### src/rtl/fpw_pkg.sv
package fpw_pkg;
  typedef enum logic [2:0] {
    S_IDLE, S_DIV, S_PLAN, S_CMD, S_DATA, S_STAT, S_FIN
  } fpw_state_t;

  typedef enum logic [1:0] {
    PH_LOAD, PH_PROG, PH_CMP
  } fpw_phase_t;

  localparam logic [7:0] OPC_LOAD   = 8'h53;
  localparam logic [7:0] OPC_PROG   = 8'h82;
  localparam logic [7:0] OPC_CMP    = 8'h60;
  localparam logic [7:0] OPC_STATUS = 8'hD7;
endpackage

### src/rtl/page_split.sv
// Sequential restoring divider: linear address -> page number and offset.
module page_split #(
  parameter int DW  = 24,
  parameter int DIV = 264,
  localparam int RB = $clog2(DIV),
  localparam int CW = $clog2(DW + 1)
) (
  input  logic          clk,
  input  logic          rst_n,
  input  logic          go,
  input  logic [DW-1:0] num,
  output logic          valid,
  output logic [DW-1:0] quo,
  output logic [RB-1:0] rem
);
  logic [DW-1:0] q;
  logic [RB-1:0] r;
  logic [CW-1:0] cnt;
  logic          run;
  logic [RB:0]   t, t_sub;
  logic          ge;

  assign t     = {r, q[DW-1]};
  assign ge    = t >= (RB+1)'(DIV);
  assign t_sub = t - (RB+1)'(DIV);

  always_ff @(posedge clk or negedge rst_n) begin
    if (!rst_n) begin
      q <= '0; r <= '0; cnt <= '0; run <= 1'b0; valid <= 1'b0;
    end else if (go) begin
      q <= num; r <= '0; cnt <= '0; run <= 1'b1; valid <= 1'b0;
    end else if (run) begin
      r   <= ge ? t_sub[RB-1:0] : t[RB-1:0];
      q   <= {q[DW-2:0], ge};
      cnt <= cnt + 1'b1;
      if (cnt == CW'(DW - 1)) begin
        run   <= 1'b0;
        valid <= 1'b1;
      end
    end else begin
      valid <= 1'b0;
    end
  end

  assign quo = q;
  assign rem = r;

  // the offset handed to the sequencer lies inside a page
  p_offset_in_page_r3: assert property (@(posedge clk) disable iff (!rst_n)
    valid |-> (rem < RB'(DIV)));
endmodule

### src/rtl/chunk_len.sv
// Length of the next piece: what is left, capped at the room left in the page.
module chunk_len #(
  parameter int LW         = 24,
  parameter int OW         = 9,
  parameter int PAGE_BYTES = 264
) (
  input  logic [LW-1:0] remain,
  input  logic [OW-1:0] off,
  output logic [LW-1:0] chunk,
  output logic          partial
);
  logic [LW-1:0] room;
  assign room    = LW'(PAGE_BYTES) - LW'(off);
  assign chunk   = (remain < room) ? remain : room;
  assign partial = chunk != LW'(PAGE_BYTES);
endmodule

### src/rtl/flash_page_writer.sv
module flash_page_writer
  import fpw_pkg::*;
#(
  parameter int PAGE_BYTES = 264,
  parameter int PAGE_SHIFT = 9,
  parameter int NUM_PAGES  = 512,
  parameter int ADDR_W     = 24
) (
  input  logic              clk,
  input  logic              rst_n,
  input  logic              start,
  input  logic [ADDR_W-1:0] req_addr,
  input  logic [ADDR_W-1:0] req_len,
  output logic              busy,
  output logic              done,
  output logic              err,
  output logic [ADDR_W-1:0] written,
  input  logic              wr_valid,
  output logic              wr_ready,
  input  logic [7:0]        wr_data,
  output logic              sx_valid,
  input  logic              sx_ready,
  output logic [7:0]        sx_data,
  output logic              sx_last,
  input  logic [7:0]        sx_rdata
);
  localparam int OW = $clog2(PAGE_BYTES);
  localparam logic [ADDR_W:0] CAP = (ADDR_W+1)'(NUM_PAGES * PAGE_BYTES);

  fpw_state_t        state;
  fpw_phase_t        phase;
  logic [ADDR_W-1:0] page, remain, wrote, chunk_q, left, len_q;
  logic [OW-1:0]     off;
  logic [1:0]        idx;
  logic              err_q;

  logic              div_go, div_vld;
  logic [ADDR_W-1:0] div_q;
  logic [OW-1:0]     div_r;
  logic [ADDR_W-1:0] chunk;
  logic              partial;
  logic [ADDR_W:0]   end_pos;
  logic              over;
  logic [23:0]       page_base, full_addr, cmd_addr;
  logic [7:0]        op;
  logic              hs;
  logic              unused_status_bits;

  assign end_pos   = {1'b0, req_addr} + {1'b0, req_len};
  assign over      = end_pos > CAP;
  assign div_go    = (state == S_IDLE) && start && (req_len != '0) && !over;
  assign page_base = 24'(page) << PAGE_SHIFT;
  assign full_addr = page_base + 24'(off);
  assign cmd_addr  = (phase == PH_PROG) ? full_addr : page_base;
  assign hs        = sx_valid && sx_ready;
  assign unused_status_bits = ^sx_rdata[5:0];

  always_comb begin
    case (phase)
      PH_LOAD: op = OPC_LOAD;
      PH_PROG: op = OPC_PROG;
      default: op = OPC_CMP;
    endcase
  end

  page_split #(.DW(ADDR_W), .DIV(PAGE_BYTES)) u_split (
    .clk(clk), .rst_n(rst_n), .go(div_go), .num(req_addr),
    .valid(div_vld), .quo(div_q), .rem(div_r)
  );

  chunk_len #(.LW(ADDR_W), .OW(OW), .PAGE_BYTES(PAGE_BYTES)) u_chunk (
    .remain(remain), .off(off), .chunk(chunk), .partial(partial)
  );

  // Flash-side byte mux
  always_comb begin
    sx_valid = 1'b0;
    sx_data  = 8'h00;
    sx_last  = 1'b0;
    wr_ready = 1'b0;
    case (state)
      S_CMD: begin
        sx_valid = 1'b1;
        case (idx)
          2'd0:    sx_data = op;
          2'd1:    sx_data = cmd_addr[23:16];
          2'd2:    sx_data = cmd_addr[15:8];
          default: sx_data = (phase == PH_PROG) ? cmd_addr[7:0] : 8'h00;
        endcase
        sx_last = (idx == 2'd3) && (phase != PH_PROG);
      end
      S_DATA: begin
        sx_valid = wr_valid;
        sx_data  = wr_data;
        sx_last  = left == ADDR_W'(1);
        wr_ready = sx_ready;
      end
      S_STAT: begin
        sx_valid = 1'b1;
        sx_data  = (idx == 2'd0) ? OPC_STATUS : 8'h00;
        sx_last  = idx[0];
      end
      default: ;
    endcase
  end

  // Sequencer
  always_ff @(posedge clk or negedge rst_n) begin
    if (!rst_n) begin
      state <= S_IDLE; phase <= PH_LOAD;
      page <= '0; remain <= '0; wrote <= '0; chunk_q <= '0;
      left <= '0; len_q <= '0; off <= '0; idx <= '0; err_q <= 1'b0;
    end else begin
      case (state)
        S_IDLE: if (start) begin
          err_q  <= 1'b0;
          wrote  <= '0;
          len_q  <= req_len;
          remain <= req_len;
          if (req_len == '0) begin
            state <= S_FIN;
          end else if (over) begin
            err_q <= 1'b1;
            state <= S_FIN;
          end else begin
            state <= S_DIV;
          end
        end
        S_DIV: if (div_vld) begin
          page  <= div_q;
          off   <= div_r;
          state <= S_PLAN;
        end
        S_PLAN: begin
          chunk_q <= chunk;
          phase   <= partial ? PH_LOAD : PH_PROG;
          idx     <= '0;
          state   <= S_CMD;
        end
        S_CMD: if (hs) begin
          idx <= idx + 1'b1;
          if (idx == 2'd3) begin
            if (phase == PH_PROG) begin
              left  <= chunk_q;
              state <= S_DATA;
            end else begin
              state <= S_STAT;
            end
          end
        end
        S_DATA: if (hs) begin
          left <= left - 1'b1;
          if (left == ADDR_W'(1)) begin
            idx   <= '0;
            state <= S_STAT;
          end
        end
        S_STAT: if (hs) begin
          if (idx == 2'd0) begin
            idx <= 2'd1;
          end else begin
            idx <= '0;
            if (sx_rdata[7]) begin
              case (phase)
                PH_LOAD: begin phase <= PH_PROG; state <= S_CMD; end
                PH_PROG: begin phase <= PH_CMP;  state <= S_CMD; end
                default: begin
                  if (sx_rdata[6]) begin
                    err_q <= 1'b1;
                    state <= S_FIN;
                  end else begin
                    wrote  <= wrote + chunk_q;
                    remain <= remain - chunk_q;
                    page   <= page + 1'b1;
                    off    <= '0;
                    state  <= (remain == chunk_q) ? S_FIN : S_PLAN;
                  end
                end
              endcase
            end
          end
        end
        S_FIN:   state <= S_IDLE;
        default: state <= S_IDLE;
      endcase
    end
  end

  assign busy    = state != S_IDLE;
  assign done    = state == S_FIN;
  assign err     = err_q;
  assign written = wrote;

  // empty request finishes at once without error
  p_zero_len_r1: assert property (@(posedge clk) disable iff (!rst_n)
    (state == S_IDLE && start && req_len == '0) |=> (done && !err));

  // request beyond the device end is rejected at once
  p_reject_range_r2: assert property (@(posedge clk) disable iff (!rst_n)
    (state == S_IDLE && start && req_len != '0 && over) |=> (done && err));

  // each planned piece is non-empty and fits in the rest of the page
  p_chunk_fits_r3: assert property (@(posedge clk) disable iff (!rst_n)
    (state == S_PLAN) |-> (chunk != '0 &&
      chunk <= ADDR_W'(PAGE_BYTES) - ADDR_W'(off)));

  // a new command only follows a status byte that reported ready
  p_cmd_after_ready_r7: assert property (@(posedge clk) disable iff (!rst_n)
    ($past(state) == S_STAT && state == S_CMD) |-> $past(sx_rdata[7]));

  // the running count never exceeds the request
  p_written_bound_r9: assert property (@(posedge clk) disable iff (!rst_n)
    (state != S_IDLE) |-> (wrote <= len_q));

  // the flash port is quiet while the done pulse is up
  p_quiet_at_done_r11: assert property (@(posedge clk) disable iff (!rst_n)
    done |-> !sx_valid);
endmodule

### config.mk
export PLATFORM = sky130hd
export DESIGN_NAME = flash_page_writer
export DESIGN_NICKNAME = d
export VERILOG_FILES = /design/src/rtl/fpw_pkg.sv /design/src/rtl/page_split.sv /design/src/rtl/chunk_len.sv /design/src/rtl/flash_page_writer.sv
export SDC_FILE = /design/constraint.sdc
export NUM_CORES = 1
export LEC_CHECK = 0
export ABC_CLOCK_PERIOD_IN_PS = 10600
export BUFFER_PORTS_ARGS = -buffer_cell sky130_fd_sc_hd__buf_2
export CELL_PAD_IN_SITES_DETAIL_PLACEMENT = 1
export CELL_PAD_IN_SITES_GLOBAL_PLACEMENT = 1
export CORE_ASPECT_RATIO = 2
export CORE_MARGIN = 1.5
export CORE_UTILIZATION = 50
export DETAILED_ROUTE_END_ITERATION = 8
export GPL_TIMING_DRIVEN = 0
export PLACE_DENSITY = 0.88
export SYNTH_ARGS = -nofsm -noshare
export SYNTH_HDL_FRONTEND = slang
export SYNTH_SLANG_ARGS = --single-unit
### constraint.sdc
create_clock -name clk -period 10.6 [get_ports clk]
set_input_delay 1.59 -clock clk [delete_from_list [all_inputs] [get_ports clk]]
set_output_delay 1.59 -clock clk [all_outputs]
set_load 0.01 [all_outputs]
==> results of run 1 <==
## per-layer routing
layer  part of all wire (%)  track usage (%)  wire length [um]
met4                     11            36.55              5720
met1                     32            35.28             16080
met3                    4.7            7.304              2383
met5                      0                0                 0
met2                     52            70.40             26420
## metrics by stage
stage / setup slack [ps] / hold slack (ps) / std cells
after floorplan: 5715 / 454.5 / 1567
after global placement: 4555 / 479.6 / 2003
after detailed placement: 4742 / 488.1 / 2005
after CTS: 5202 / 499.0 / 2036
after global routing: 4870 / 516.9 / 2036
final: 5023 / 501.6 / 2036
## report_power, final
| group | switching, W | leakage, nW | total, W | internal [W] |
|---|---|---|---|---|
| combinational | 0.00159 | 3.97 | 0.00254 | 0.000949 |
| clock | 0.000297 | 0.284 | 0.000634 | 0.000336 |
| sequential | 0.000407 | 2.09 | 0.00131 | 0.000900 |
## kinds of logic (layout without fill, tap and decap cells)
group / after synthesis / after routing / share of synthesized area, %
simple gates: 520 / 520 / 19.32
fa+ha+maj: 106 / 106 / 10.53
flops: 168 / 168 / 32.81
buf+inv: 144 / 277 / 4.336
mux: 37 / 37 / 2.900
xor+xnor: 58 / 58 / 3.965
compound gates: 534 / 534 / 26.14
## cells in the final DEF, fill, tap and decap left out, drive strengths merged, types with 5 or more instances in the layout
| cell type | count |
|---|---|
| ha | 103 |
| inv | 67 |
| a221oi | 5 |
| o22a | 5 |
| dfrtp | 168 |
| o31ai | 15 |
| nor4 | 17 |
| o22ai | 14 |
| clkbuf | 93 |
| nand2 | 148 |
| nand3 | 73 |
| or4 | 6 |
| a31oi | 26 |
| o21a | 15 |
| nand2b | 12 |
| nor2b | 10 |
| and3 | 17 |
| a21oi | 155 |
| or3 | 15 |
| a22oi | 8 |
| buf | 111 |
| xor2 | 28 |
| nor3 | 39 |
| or2 | 5 |
| xnor2 | 30 |
| a22o | 6 |
| and2 | 5 |
| nor3b | 5 |
| a211o | 5 |
| mux2i | 36 |
| o211ai | 7 |
| a21o | 38 |
| nand4 | 20 |
| nor2 | 134 |
| o21ai | 154 |
| a211oi | 33 |
## cell type report
cell class	count	area, um^2
sequential	168	4204
clock inverter	13	137.6
multi-input combinational	1255	8053
fill	3138	10780
tap	336	420.4
inverter	60	225.2
clock buffer	18	439.2
timing repair buffer	102	545.5
buffer	84	330.3
## worst max-delay path, cell delays in order
cell       delay, ps
buf_2            160
ha_1             250
fa_1             420
a211oi_1         340
o21a_1           210
nor2_1            70
or4_1            400
o311a_1          130
o41ai_1          470
o2111ai_1        420
a2111oi_4        930
buf_4            320
nand3_1          100
o21ai_0          120
## flip-flops by register name, indices dropped and copies added, names as in the netlist
register / count
page: 15
err: 1
written: 24
u_split.run: 1
chunk_q: 24
left: 24
u_split.valid: 1
state: 3
idx: 2
phase: 2
off: 9
u_split.quo: 24
remain: 24
u_split.cnt: 5
u_split.rem: 9
## final timing paths
kind                                                     to  slack (ps)
worst min-delay path                written[23]$_DFFE_PN0P_         500
max in group asynchronous                off[3]$_DFFE_PN0P_        8570
min in group asynchronous             remain[9]$_DFFE_PN0P_        1100
worst max register to register         phase[0]$_DFFE_PN0P_        5290
worst max-delay path            u_split.quo[14]$_DFFE_PN0P_        5020
worst min register to register      written[23]$_DFFE_PN0P_         500
==> flow_summary.yaml, run 1 <==
yosys:
  synth_nets: 1742
  synth-seq-area-share_pct: 32.81
  yosysWarnings: 0
  synth_cells: 1567
  synth_seq_cells: 168
  syn_area_mm2: 0.01281
  synthTopCellsByArea: "dfrtp_1, ha_1, a21oi_1"
  async_flop_share_pct: 100.0
  avgSynthCellArea_um2: 8.176
  synth_top_cell_area_share_pct: 32.81
  yosys.cell_count.top_type: "dfrtp_1"
  synth_edf_count: 0
  yosysTopAreaCell: "dfrtp_1"
  synth_flop_cell: "dfrtp_1"
  synthDistinctLibCells: 79
  synth_common_cells: "dfrtp_1, a21oi_1, o21ai_0"
grt:
  grt_max_degree: 97
  grt_usage_pct: 39.16
  grt_pass1_vias: 14460
  antenna_found_initial: 0
  grt_pass1_wl_um: 78180
  gr-total-overflow: 0
sta:
  rsz0062_at_grt: "no"
  tightest_slew_ps: 965.0
  hold_viol_final: 0
  fin_worst_skew_ps: 9.578
  relSlewSlack_pct: 35.07
  tns_ps: 0
  period_needed_ps: 5577
  fin_crit_sh_pct: 52.61
  fmax_mhz: 179.3
  maxSlewViolCount: 0
  finalSetupViolCount: 0
critical_path:
  startpoint_type: "primary input"
  cp.arrival_ps: 5950
  worstPathRequired_ps: 10970
  path_max_fanout: 10
  path_class: "in2reg"
  crit_start: "req_addr[0]"
  r2r-start: "off[2]$_DFFE_PN0P_"
  cp-end-kind: "register"
  r2r_cells: 17
floorplanning:
  io_pins: 107
  initial_core_util_pct: 50.97
  num_rows: 82
  die_x_um: 116.2
  dieHeight_um: 229.4
  coreArea_mm2: 0.02514
  die_area_mm2: 0.02665
placed_design:
  postPlaceCellArea_mm2: 0.01378
  port_buffers: 100
  gp_congestion: 1.019
  place_hpwl_um: 39460
routing:
  vias_per_cell: 6.533
  drt_iter0_markers: 724
  ant_nets: 0
  postRouteWirelength_um: 50600
  route.detailed.drc: 0
  vias: 13300
  drt_pass1_iterations: 5
  avgRoutedWirePerCell_um: 24.85
run:
  maxCapViolCount: 0
power:
  leakagePower_nw: 6.342
  max-vdd-ir-drop_mv: 0.1553
  power_density_mw_per_mm2: 312.0
  power_w: 0.004479
status:
  status: "complete, no violations"
cts:
  path_clk_slew_ps: 70
  cts_setup_buffers: 0
  htree_levels: 4
  cts_sinks: 168
  cts-root-buf: "clkbuf_16"
  insertion_delay_ps: 460
  cts_tree: "yes"
  cts_buffer_depth: 2
  cts_buffers: 17
  holdBufCountCts: 0
  cts-resized-gates: 0
min_path:
  holdPathStages: 1
  worstHoldStart: "written[23]$_DFFE_PN0P_"
  holdCritPathClass: "reg2reg"
finish:
  syn2layout_area_growth_pct: 12.04
  drive_above_1_share_pct: 9.294
  fin_nets: 1863
  utilization_pct: 57.11
  final_cell_area_mm2: 0.01436
  n_antenna_cell: 0
(Power assumes the default switching activity.)
==> run 2, diff against run 1 <==
Settings changed: ABC_CLOCK_PERIOD_IN_PS 10600 to 4750, CORE_UTILIZATION 50 to 42, PLACE_DENSITY 0.88 to 0.79.
Clock period 10.6 ns to 4.75 ns, I/O delays scaled along.
==> flow_summary.yaml, run 2 (synthesis gave the netlist of run 1 again) <==
status:
  status: "complete, no violations"
cts:
  cts_buffers: 17
  cts_sinks: 168
  htree_levels: 4
  cts_tree: "yes"
  holdBufCountCts: 0
  path_clk_slew_ps: 70
  cts-root-buf: "clkbuf_16"
  insertion_delay_ps: 460
  cts_buffer_depth: 2
power:
  leakagePower_nw: 6.384
  power_density_mw_per_mm2: 697.4
  max-vdd-ir-drop_mv: 0.2925
finish:
  n_antenna_cell: 0
  syn2layout_area_growth_pct: 13.05
  final_cell_mix: "dfrtp_1, a21oi_1, o21ai_0"
  fillers: 3704
  drive_above_1_share_pct: 9.636
  final_common_cell: "dfrtp_1"
  final_cell_count_no_fill: 2070
  fin_nets: 1865
sta:
  finalSetupViolCount: 0
  fmax_mhz: 217.3
  period_needed_ps: 4601
  fin_worst_skew_ps: 9.203
  timing.hold.ws_ps: 163.8
  relSlewSlack_pct: 40.51
  hold_viol_final: 0
  tightest_slew_ps: 889.1
  maxSlewViolCount: 0
  fin_crit_sh_pct: 96.87
  rsz0062_at_grt: "no"
grt:
  antenna_found_initial: 0
  grt_usage_pct: 32.89
  gr-total-overflow: 0
  grt_pass1_wl_um: 79090
  grt_pass1_vias: 14280
  grt_max_degree: 116
routing:
  route.detailed.drc: 0
  drt_pass1_iterations: 6
  vias_per_cell: 6.401
  postRouteWirelength_um: 50960
  avgRoutedWirePerCell_um: 24.62
  vias: 13250
  ant_nets: 0
  drt_iter0_markers: 614
floorplanning:
  initial_core_util_pct: 42.61
  num_rows: 90
  coreArea_mm2: 0.03007
  dieHeight_um: 250
  io_pins: 107
  die_x_um: 126.5
  die_area_mm2: 0.03163
critical_path:
  crit_path_top_delay_cell: "a2111oi_4"
  startpoint_type: "primary input"
  crit_buf_inv: 2
  r2r-start: "off[2]$_DFFE_PN0P_"
  path_delay_family: "compound AO/OA/AOI/OAI gates"
  path_cells: "buf_2 -> ha_1 -> fa_1 -> a211oi_1 -> o21a_1 -> nor2_1 -> or4_1 -> o311a_1 -> o41ai_1 -> o2111ai_1 -> a2111oi_4 -> buf_4 -> nand3_1 -> o21ai_0"
  cp.arrival_ps: 4990
  rrSetupSlack_ps: 230
  cp-end-kind: "register"
  max_stage_delay_ps: 850
  worst_r2r_endpoint: "chunk_q[4]$_DFFE_PN0P_"
  r2r_cells: 17
  path_class: "in2reg"
  path_max_fanout: 10
  worstPathRequired_ps: 5140
placed_design:
  gp_congestion: 1.016
  port_buffers: 100
  place_inst: 2036
  place_hpwl_um: 40220
run:
  maxCapViolCount: 0
min_path:
  holdCritPathClass: "in2async"
[run 2: cell count changes in the layout (fill, tap and decap cells not counted), sizes merged]
cell / delta
clkinv: -1
clkinvlp: +1
buf: +3
inv: -3
clkbuf: -1
bufinv: +3
[run 2: worst max-delay path by stage]
stage | startpoint | to | slack (ps) | depth (start not counted)
2_1_floorplan | off[2]$_DFFE_PN0P_ | chunk_q[14]$_DFFE_PN0P_ | 280 | 18
3_3_place_gp | off[2]$_DFFE_PN0P_ | phase[0]$_DFFE_PN0P_ | -720 | 17
3_5_place_dp | off[2]$_DFFE_PN0P_ | chunk_q[21]$_DFFE_PN0P_ | -850 | 18
4_1_cts | off[2]$_DFFE_PN0P_ | chunk_q[18]$_DFFE_PN0P_ | 140 | 17
5_1_grt | off[2]$_DFFE_PN0P_ | chunk_q[4]$_DFFE_PN0P_ | 10 | 17
6_report | req_addr[0] | u_split.quo[13]$_DFFE_PN0P_ | 150 | 14
[run 2: through the flow]
stage | total power, W | utilization [%] | setup slack (ps) | cell area (um^2) | setup TNS, ps
global placement | 0.008159 | 45.81 | -723.4 | 13770 | -22030
CTS | 0.01002 | 48.12 | 137.1 | 14470 | 0
global route | 0.01081 | 48.17 | 13.56 | 14480 | 0
finish | 0.01010 | 48.17 | 148.6 | 14480 | 0
floorplan | 0.006444 | - | 284.5 | 12810 | 0
detailed placement | 0.008397 | 45.93 | -848.1 | 13810 | -25560
[run 2: per-layer routing]
metal / vias up / part of all wire, % / global-route usage, %
li1: 6019 / - / -
met1: 6590 / 33 / 29.81
met2: 413 / 53 / 60.94
met3: 228 / 3.1 / 4.459
met4: 0 / 11 / 31.66
met5: - / 0 / 0
[run 2: repair_timing]
| item | 4_1_cts | 5_1_grt |
|---|---|---|
| resized for setup | 3 | 1 |
| setup buffers | 2 | 2 |
| endpoints found under the setup margin | 25 | 26 |
| pin swaps | 1 | 2 |
| gates cloned | 0 | 0 |
[run 2: layout make-up]
cell class	count	area [um^2]	area share, %
buffer	83	327.8	2.263
clock inverter	13	193.9	1.339
clock buffer	18	439.2	3.032
timing repair buffer	105	568.0	3.922
inverter	60	225.2	1.555
tap	368	460.4	3.179
sequential	168	4204	29.03
multi-input combinational	1255	8065	55.68
[run 2: power by group]
group / internal, W / switching, W / total, W
sequential: 0.00201 / 0.000903 / 0.00291
combinational: 0.00212 / 0.00351 / 0.00563
clock: 0.000900 / 0.000658 / 0.00156
==> run 3, diff against run 2 <==
Settings changed: CELL_PAD_IN_SITES_DETAIL_PLACEMENT 1 to 2, CELL_PAD_IN_SITES_GLOBAL_PLACEMENT 1 to 2, CORE_UTILIZATION 42 to 33, PLACE_DENSITY 0.79 to 0.78.
==> flow_summary.yaml, run 3 (synthesis gave the netlist of run 1 again) <==
floorplanning:
  die_x_um: 142.3
  num_rows: 101
  initial_core_util_pct: 33.57
  io_pins: 107
  dieHeight_um: 281.7
  die_area_mm2: 0.04009
  coreArea_mm2: 0.03816
critical_path:
  cp.arrival_ps: 4870
  r2r-start: "off[2]$_DFFE_PN0P_"
  crit_start: "req_addr[0]"
  startpoint_type: "primary input"
  crit_end: "u_split.quo[17]$_DFFE_PN0P_"
  r2r_cells: 17
  path_class: "in2reg"
  path_max_fanout: 10
  cp-end-kind: "register"
  worstPathRequired_ps: 5080
  worst_r2r_endpoint: "chunk_q[16]$_DFFE_PN0P_"
  rrSetupSlack_ps: 300
sta:
  relSlewSlack_pct: 32.89
  fmax_mhz: 220.1
  tightest_slew_ps: 1007
  timing.hold.ws_ps: 229.5
  fin_worst_skew_ps: 14.69
  tns_ps: 0
  maxSlewViolCount: 0
  fin_crit_sh_pct: 95.65
  rsz0062_at_grt: "no"
  hold_viol_final: 0
  period_needed_ps: 4544
  finalSetupViolCount: 0
cts:
  insertion_delay_ps: 470
  path_clk_slew_ps: 70
  cts_buffer_depth: 2
  cts_tree: "yes"
  cts-root-buf: "clkbuf_16"
  cts_buffers: 17
  holdBufCountCts: 0
  cts_sinks: 168
  htree_levels: 4
grt:
  grt_max_degree: 88
  grt_pass1_wl_um: 87570
  grt_pass1_vias: 15290
  gr-total-overflow: 0
  antenna_found_initial: 0
  grt_usage_pct: 29.33
finish:
  drive_above_1_share_pct: 9.853
  n_antenna_cell: 0
  utilization_pct: 38.33
  fin_nets: 1867
  final_cell_mix: "dfrtp_1, a21oi_1, o21ai_0"
  fillers: 4515
  final_common_cell: "dfrtp_1"
  syn2layout_area_growth_pct: 14.16
power:
  leakagePower_nw: 6.370
  max-vdd-ir-drop_mv: 0.2812
  power_w: 0.01016
  power_density_mw_per_mm2: 694.5
routing:
  avgRoutedWirePerCell_um: 25.56
  ant_nets: 0
  route.detailed.drc: 0
  drt_pass1_iterations: 4
  postRouteWirelength_um: 56740
  vias_per_cell: 5.964
  drt_iter0_markers: 445
  vias: 13240
status:
  status: "complete, no violations"
placed_design:
  port_buffers: 100
  gp_congestion: 0.9479
  place_hpwl_um: 45820
run:
  maxCapViolCount: 0
min_path:
  holdCritPathClass: "in2async"
## run 3: cell count changes in the layout (fill, tap and decap cells not counted), sizes merged
cell,previous run,this run
buf,114,116
clkinv,3,4
bufinv,4,1
inv,64,67
## run 3: per-stage QoR
step / worst slack [ps] / instances / cell area, um^2
after floorplan: 284.5 / 1567 / 12810
after global placement: -782.5 / 2182 / 13960
after detailed placement: -982.6 / 2183 / 13990
after CTS: 59.06 / 2217 / 14600
after global routing: 12.21 / 2220 / 14630
final: 206.5 / 2220 / 14630
## run 3: report_power, final
group | total [W] | switching [W] | internal [W] | leakage [nW]
Clock | 0.00145 | 0.000696 | 0.000750 | 0.280
Sequential | 0.00295 | 0.000946 | 0.00201 | 2.09
Combinational | 0.00576 | 0.00363 | 0.00213 | 4.00
Total | 0.0102 | 0.00527 | 0.00488 | 6.37
## run 3: critical path, stage by stage
cell and delay [ps]:
buf_2 170, ha_1 250, fa_1 430, a211oi_1 340, o21a_1 190, nor2_1 70
or4_1 410, o311a_1 130, o41ai_1 400, o2111ai_1 390, a211o_1 510, nor3_4 400
buf_2 310, o21ai_0 150
## run 3: worst min-delay path by stage
| stage | start | slack [ps] | to |
|---|---|---|---|
| final | rst_n | 230 | written[8]$_DFFE_PN0P_ |
| after global routing | rst_n | 270 | remain[6]$_DFFE_PN0P_ |
| after CTS | rst_n | 260 | written[1]$_DFFE_PN0P_ |
| after detailed placement | written[23]$_DFFE_PN0P_ | 500 | written[23]$_DFFE_PN0P_ |
| after global placement | left[12]$_DFFE_PN0P_ | 480 | left[12]$_DFFE_PN0P_ |
| after floorplan | rst_n | 420 | chunk_q[0]$_DFFE_PN0P_ |
## run 3: area by class of cell
type | count | area (um^2) | share of cell area (%)
Multi-Input combinational cell | 1255 | 8065 | 55.14
Sequential cell | 168 | 4204 | 28.74
Tap cell | 515 | 644.4 | 4.405
Timing Repair Buffer | 107 | 583.1 | 3.986
Clock buffer | 18 | 439.2 | 3.003
Buffer | 83 | 329.1 | 2.250
Inverter | 60 | 225.2 | 1.540
Clock inverter | 14 | 136.4 | 0.9324
## run 3: timing repair
| item | 4_1_cts | 5_1_grt |
|---|---|---|
| buffers inserted | 3 | 3 |
| pin swaps | 1 | 2 |
| resized for setup | 3 | 3 |
| endpoints found under the setup margin | 25 | 41 |
## run 3: layer usage
metal / vias to the layer above / share of wire, % / routed length, um / track usage, %
li1: 6021 / - / - / -
met1: 6673 / 32 / 17950 / 25.04
met2: 328 / 54 / 30910 / 56.41
met3: 217 / 2.6 / 1449 / 4.144
met4: 0 / 11 / 6432 / 28.13
met5: - / 0 / 0 / 0
